[src/rtl/pf_sched_pkg.sv]
package pf_sched_pkg;

    localparam int HCNT_W = 8;
    localparam int ADDR_W = 16;
    localparam int DATA_W = 8;

    typedef enum logic [1:0] {
        FK_NAME   = 2'd0,
        FK_BITMAP = 2'd1,
        FK_GLYPH  = 2'd2
    } fetch_kind_e;

    typedef enum logic [2:0] {
        GRP_NONE,
        GRP_CHR2,
        GRP_CHR4,
        GRP_MAP8,
        GRP_MAP4,
        GRP_MAP2
    } mode_grp_e;

    typedef struct packed {
        logic              hit;
        logic [HCNT_W-1:0] idx;
    } slot_t;

    function automatic mode_grp_e grp_of(input logic [3:0] m);
        case (m)
            4'h2, 4'h3, 4'h4, 4'h5: grp_of = GRP_CHR2;
            4'h6, 4'h7:             grp_of = GRP_CHR4;
            4'h8, 4'h9:             grp_of = GRP_MAP8;
            4'hA, 4'hB, 4'hC:       grp_of = GRP_MAP4;
            4'hD, 4'hE, 4'hF:       grp_of = GRP_MAP2;
            default:                grp_of = GRP_NONE;
        endcase
    endfunction

    function automatic logic is_mapped(input mode_grp_e g);
        is_mapped = (g == GRP_MAP8) || (g == GRP_MAP4) || (g == GRP_MAP2);
    endfunction

    function automatic logic is_char(input mode_grp_e g);
        is_char = (g == GRP_CHR2) || (g == GRP_CHR4);
    endfunction

    // log2 of the fetch cadence in cycles
    function automatic logic [1:0] step_lg(input mode_grp_e g);
        case (g)
            GRP_CHR4, GRP_MAP4: step_lg = 2'd2;
            GRP_MAP8:           step_lg = 2'd3;
            default:            step_lg = 2'd1;
        endcase
    endfunction

    // cycle of the first name fetch; bitmap is +2, glyph is +3
    function automatic logic [HCNT_W-1:0] name_base(input logic [1:0] w);
        case (w)
            2'd0:    name_base = HCNT_W'(26);
            2'd1:    name_base = HCNT_W'(18);
            default: name_base = HCNT_W'(10);
        endcase
    endfunction

    function automatic logic [HCNT_W-1:0] window_len(input logic [1:0] w);
        case (w)
            2'd0:    window_len = HCNT_W'(64);
            2'd1:    window_len = HCNT_W'(80);
            default: window_len = HCNT_W'(96);
        endcase
    endfunction

    function automatic slot_t slot_match(input logic [HCNT_W-1:0] h,
                                         input logic [HCNT_W-1:0] off,
                                         input logic [HCNT_W-1:0] len,
                                         input logic [1:0]        lg);
        logic [HCNT_W-1:0] d;
        logic [HCNT_W-1:0] m;
        d = h - off;
        m = (HCNT_W'(1) << lg) - HCNT_W'(1);
        slot_match.hit = (h >= off) && (d < len) && ((d & m) == '0);
        slot_match.idx = d >> lg;
    endfunction

endpackage

[src/rtl/pf_slot_decode.sv]
module pf_slot_decode
    import pf_sched_pkg::*;
(
    input  mode_grp_e         grp,
    input  logic [1:0]        width_sel,
    input  logic [HCNT_W-1:0] hcount,
    input  logic              first_line,
    output logic              req,
    output fetch_kind_e       kind,
    output logic [HCNT_W-1:0] idx,
    output logic              map_slot,
    output logic [HCNT_W-1:0] map_idx
);
    localparam int NSLOT = 3;
    localparam logic [HCNT_W-1:0] OFFS [NSLOT] = '{HCNT_W'(0), HCNT_W'(2), HCNT_W'(3)};

    logic [HCNT_W-1:0] base;
    logic [HCNT_W-1:0] len;
    logic [1:0]        lg;
    slot_t             slot [NSLOT];

    assign base = name_base(width_sel);
    assign len  = window_len(width_sel);
    assign lg   = step_lg(grp);

    // slot 0 name, slot 1 bitmap, slot 2 glyph
    for (genvar i = 0; i < NSLOT; i++) begin : g_slot
        assign slot[i] = slot_match(hcount, base + OFFS[i], len, lg);
    end

    assign map_slot = is_mapped(grp) && slot[1].hit;
    assign map_idx  = slot[1].idx;

    always_comb begin
        req  = 1'b0;
        kind = FK_NAME;
        idx  = '0;
        if (is_mapped(grp)) begin
            if (first_line && slot[1].hit) begin
                req  = 1'b1;
                kind = FK_BITMAP;
                idx  = slot[1].idx;
            end
        end else if (is_char(grp)) begin
            if (first_line && slot[0].hit) begin
                req  = 1'b1;
                kind = FK_NAME;
                idx  = slot[0].idx;
            end else if (slot[2].hit) begin
                req  = 1'b1;
                kind = FK_GLYPH;
                idx  = slot[2].idx;
            end
        end
    end

endmodule

[src/rtl/pf_line_buf.sv]
module pf_line_buf #(
    parameter int DEPTH = 48,
    parameter int IDX_W = 8,
    parameter int DW    = 8
) (
    input  logic             clk,
    input  logic             we,
    input  logic [IDX_W-1:0] widx,
    input  logic [DW-1:0]    wdata,
    input  logic [IDX_W-1:0] ridx_a,
    output logic [DW-1:0]    rdata_a,
    input  logic [IDX_W-1:0] ridx_b,
    output logic [DW-1:0]    rdata_b
);
    logic [DW-1:0] mem [DEPTH];

    for (genvar i = 0; i < DEPTH; i++) begin : g_ent
        always_ff @(posedge clk) begin
            if (we && (widx == IDX_W'(i)))
                mem[i] <= wdata;
        end
    end

    always_comb begin
        rdata_a = '0;
        rdata_b = '0;
        for (int i = 0; i < DEPTH; i++) begin
            if (ridx_a == IDX_W'(i)) rdata_a = mem[i];
            if (ridx_b == IDX_W'(i)) rdata_b = mem[i];
        end
    end

endmodule

[src/rtl/pf_scan_ctr.sv]
module pf_scan_ctr #(
    parameter int AW = 16
) (
    input  logic          clk,
    input  logic          rst,
    input  logic          load,
    input  logic [AW-1:0] load_val,
    input  logic          inc,
    output logic [AW-1:0] ptr
);
    always_ff @(posedge clk) begin
        if (rst)       ptr <= '0;
        else if (load) ptr <= load_val;
        else if (inc)  ptr <= ptr + AW'(1);
    end
endmodule

[src/rtl/pf_fetch_sched.sv]
module pf_fetch_sched
    import pf_sched_pkg::*;
#(
    parameter int BUF_DEPTH = 48
) (
    input  logic              clk,
    input  logic              rst,
    input  logic [3:0]        disp_mode,
    input  logic [1:0]        width_sel,
    input  logic [HCNT_W-1:0] hcount,
    input  logic              first_line,
    input  logic [2:0]        row_line,
    input  logic [7:0]        chbase,
    input  logic              scan_load,
    input  logic [ADDR_W-1:0] scan_addr,
    input  logic [DATA_W-1:0] mem_data,
    output logic              dma_req,
    output logic              halt_cpu,
    output logic [1:0]        fetch_kind,
    output logic [ADDR_W-1:0] fetch_addr,
    output logic              data_strobe,
    output logic [DATA_W-1:0] data_out
);
    mode_grp_e         grp;
    logic              hit;
    fetch_kind_e       kind;
    logic [HCNT_W-1:0] idx;
    logic              map_slot;
    logic [HCNT_W-1:0] map_idx;
    logic              ptr_use;
    logic [ADDR_W-1:0] scan_ptr;
    logic [DATA_W-1:0] name_byte;
    logic [DATA_W-1:0] replay_byte;
    logic [ADDR_W-1:0] hi_mask;
    logic [ADDR_W-1:0] glyph_addr;

    assign grp = grp_of(disp_mode);

    pf_slot_decode u_dec (
        .grp        (grp),
        .width_sel  (width_sel),
        .hcount     (hcount),
        .first_line (first_line),
        .req        (hit),
        .kind       (kind),
        .idx        (idx),
        .map_slot   (map_slot),
        .map_idx    (map_idx)
    );

    assign ptr_use = hit && (kind != FK_GLYPH);

    pf_line_buf #(.DEPTH(BUF_DEPTH), .IDX_W(HCNT_W), .DW(DATA_W)) u_buf (
        .clk     (clk),
        .we      (ptr_use),
        .widx    (idx),
        .wdata   (mem_data),
        .ridx_a  (idx),
        .rdata_a (name_byte),
        .ridx_b  (map_idx),
        .rdata_b (replay_byte)
    );

    pf_scan_ctr #(.AW(ADDR_W)) u_ctr (
        .clk      (clk),
        .rst      (rst),
        .load     (scan_load),
        .load_val (scan_addr),
        .inc      (ptr_use),
        .ptr      (scan_ptr)
    );

    // 1K-aligned base for the dense character group, 512-aligned otherwise
    assign hi_mask    = (grp == GRP_CHR4) ? 16'hFE00 : 16'hFC00;
    assign glyph_addr = ({chbase, 8'h00} & hi_mask)
                      | ({5'd0, name_byte, 3'd0} & ~hi_mask)
                      | {13'd0, row_line};

    assign dma_req     = hit;
    assign halt_cpu    = hit;
    assign fetch_kind  = hit ? kind : FK_NAME;
    assign fetch_addr  = !hit ? '0 : (kind == FK_GLYPH) ? glyph_addr : scan_ptr;
    assign data_strobe = map_slot;
    assign data_out    = !map_slot ? '0 : first_line ? mem_data : replay_byte;

endmodule

[config.mk]
export PLATFORM = sky130hd
export DESIGN_NAME = pf_fetch_sched
export DESIGN_NICKNAME = d
export VERILOG_FILES = /design/src/rtl/pf_sched_pkg.sv /design/src/rtl/pf_slot_decode.sv /design/src/rtl/pf_line_buf.sv /design/src/rtl/pf_scan_ctr.sv /design/src/rtl/pf_fetch_sched.sv
export SDC_FILE = /design/constraint.sdc
export NUM_CORES = 1
export LEC_CHECK = 0
export ABC_AREA = 1
export BUFFER_PORTS_ARGS = -buffer_cell sky130_fd_sc_hd__clkbuf_2
export CAP_MARGIN = 20
export CORE_UTILIZATION = 45
export DETAILED_ROUTE_END_ITERATION = 16
export GPL_TIMING_DRIVEN = 0
export HOLD_SLACK_MARGIN = 0.1
export PLACE_DENSITY = 0.7
export SLEW_MARGIN = 20
export SYNTH_ARGS = -nofsm -noshare
export SYNTH_HDL_FRONTEND = slang
export SYNTH_HIERARCHICAL = 1
export SYNTH_SLANG_ARGS = --single-unit
[constraint.sdc]
create_clock -name clk -period 6.75 [get_ports clk]
set_clock_uncertainty 0.2 [all_clocks]
set_input_delay 0.3375 -clock clk [delete_from_list [all_inputs] [get_ports clk]]
set_output_delay 0.3375 -clock clk [all_outputs]
set_load 0.01 [all_outputs]
==> impl_metrics.env <==
export IMPL_outcome="finished clean"
export IMPL_irDropWorstVdd_mv=0.1401
export IMPL_hp_class="in -> reg"
export IMPL_gr_total_overflow=0
export IMPL_syn2layout_area_growth_pct=17.64
export IMPL_fp_dieW_um=222.0
export IMPL_path_clk_slew_ns=0.05
export IMPL_grt_max_degree=50
export IMPL_fin_cells=3477
export IMPL_worst_pin_slew_ns=1.074
export IMPL_intPower_mw=4.258
export IMPL_power_frac_seq=0.478
export IMPL_worst_path_buf_inv=7
export IMPL_n_fill_cell=4269
export IMPL_comb_power_share=0.131
export IMPL_antenna_cells=0
export IMPL_nNetsFinal=2904
export IMPL_path_delay_family="simple AND/OR/NAND/NOR gates"
export IMPL_fin_util=0.5366
export IMPL_core_area_um2=47750
export IMPL_drive_gt1_frac=0.1516
export IMPL_drt_iter0_drc=2150
export IMPL_yosysWarnings=6
export IMPL_grt_pass1_vias=18640
export IMPL_setup_slack_ns=0.2731
export IMPL_antenna_found_initial=0
export IMPL_max_freq_ghz=0.1544
export IMPL_setup_worst_path_start_class="input port"
export IMPL_cts_tree="yes"
export IMPL_swShare=0.2561
export IMPL_hp_start="scan_load"
export IMPL_power_density_nw_per_um2=223.4
export IMPL_post_route_period_util=0.9595
export IMPL_finish_instance_area_um2=25620
export IMPL_r2r_setup_slack_ns=4.52
export IMPL_hold_viol=0
export IMPL_clockRootBuffer="clkbuf_16"
export IMPL_r2r_end="u_ctr/ptr[8]"
export IMPL_endpoint_kind="primary output"
export IMPL_setup_viol=0
export IMPL_placed_area_um2=22960
export IMPL_io_buffers=80
export IMPL_dpl_hpwl_um=47490
export IMPL_dp_cells=3326
export IMPL_hold_ws_ns=0.1756
export IMPL_slowest_stage="nor2_1"
export IMPL_syn_avg_cell_area_um2=8.283
export IMPL_clock_path_buffers=3
export IMPL_clock_sinks=400
export IMPL_syn_area_um2=21780
export IMPL_first_pass_iters=6
export IMPL_crit_top_cell="nand2_1"
export IMPL_die_area_um2=49280
export IMPL_whs_endpoint="u_ctr/ptr[0]"
export IMPL_synth_cells=2629
export IMPL_worstSetupPathType="in -> out"
export IMPL_insertion_delay_ns=0.56
export IMPL_wl_per_cell_um=19.30
export IMPL_rr_startpoint="u_ctr/ptr[0]"
export IMPL_hold_depth=6
export IMPL_slew_violations=0
export IMPL_reg2reg_depth=7
export IMPL_switching_power_mw=1.466
export IMPL_die_h_um=222.0
export IMPL_gp_congestion=0.9831
export IMPL_min_period_ns=6.477
export IMPL_start_util=0.4561
export IMPL_cts_max_level=2
export IMPL_grt_pass1_wl_um=103200
export IMPL_slew_limit_headroom=0.2842
export IMPL_via_per_inst=5.579
export IMPL_clkPwrFrac=0.391
export IMPL_worstPathMaxFanout=8
export IMPL_drc=0
export IMPL_detail_route_antenna_nets=0
export IMPL_numCtsBuffers=44
export IMPL_vias=19400
export IMPL_grt_usage=0.2680
export IMPL_p_leak_nw=9.621
export IMPL_required_ns=6.21
export IMPL_maxCapViolCount=0
export IMPL_dpl_worst_slack_ns=-0.7273
export IMPL_cpPeakStageDelay_ns=0.58
export IMPL_finalWirelength_um=67100
export IMPL_crit_arrival_ns=5.94
export IMPL_fp_row_count=80
export IMPL_io_pins=82
## worst max path at each step
stage                     slack [ns]          from  depth (start not counted)            end
final                           0.27  width_sel[0]                         39  fetch_addr[5]
after global routing           -0.07  disp_mode[2]                         43  fetch_addr[7]
after CTS                       0.02  width_sel[0]                         48  fetch_addr[3]
after detailed placement       -0.73  width_sel[1]                         48  fetch_addr[3]
after global placement         -0.62  width_sel[1]                         48  fetch_addr[3]
after floorplan                 1.55  width_sel[0]                         46  fetch_addr[7]
## flip-flops by register name (all words and copies together) (netlist names)
name / count
u_ctr/ptr: 16
u_buf/mem: 384
## worst reg2reg max path: cells and delay by family, from the launching register on
family,cells,cell delay (ns)
and+or+nand+nor,2,0.23
buffers and inverters,2,0.73
AOI/OAI and AO/OA,1,0.08
adders and majority gates,1,0.25
xor gates and xnor gates,1,0.17
DFF,1,0.46
## metrics by stage
stage                     TNS, ns  power [mW]
final                           0       5.724
after floorplan                 0       3.163
after global routing      -0.1887       5.922
after CTS                       0       5.658
after detailed placement   -4.423       3.410
after global placement     -3.650       3.401
## power by group through the flow
stage	combinational (mW)	sequential (mW)	clock [mW]
3_5_place_dp	0.620	2.79	0
4_1_cts	0.644	2.74	2.28
2_1_floorplan	0.378	2.79	0
5_1_grt	0.814	2.74	2.37
3_3_place_gp	0.611	2.79	0
6_report	0.747	2.74	2.24
## routing by layer
layer,up-vias,global-route usage,share of wire
li1,9057,-,-
met1,9203,0.3450,0.40
met2,968,0.4560,0.49
met3,169,0.03697,0.082
met4,0,0.1071,0.035
met5,-,0,0
## final cells by class
| type | instances | area [um^2] | share of cell area |
|---|---|---|---|
| multi-input combinational | 1811 | 8890 | 0.3470 |
| sequential | 400 | 11850 | 0.4626 |
| clock buffer | 55 | 1164 | 0.04542 |
| clock inverter | 21 | 147.6 | 0.005763 |
| inverter | 388 | 1505 | 0.05875 |
| tap | 615 | 769.5 | 0.03004 |
| timing repair buffer | 155 | 1104 | 0.04308 |
| buffer | 32 | 187.7 | 0.007326 |
## cell usage in the layout, fill, tap and decap left out, types with 51 or more instances in the layout
| cell type | count |
|---|---|
| a21oi_1 | 99 |
| buf_4 | 52 |
| clkbuf_2 | 68 |
| edfxtp_1 | 384 |
| inv_1 | 348 |
| nand2_1 | 812 |
| nand2_2 | 51 |
| nand3_1 | 93 |
| nand4_1 | 149 |
| nor2_1 | 318 |
| o21ai_0 | 85 |
## timing repair
item,4_1_cts,5_1_grt
hold buffers,24,0
endpoints found under the setup margin,8,15
pin swaps,6,74
buffers inserted,7,44
hold endpoints to repair,16,0
gates resized for setup,24,161
(Power assumes the default switching activity.)
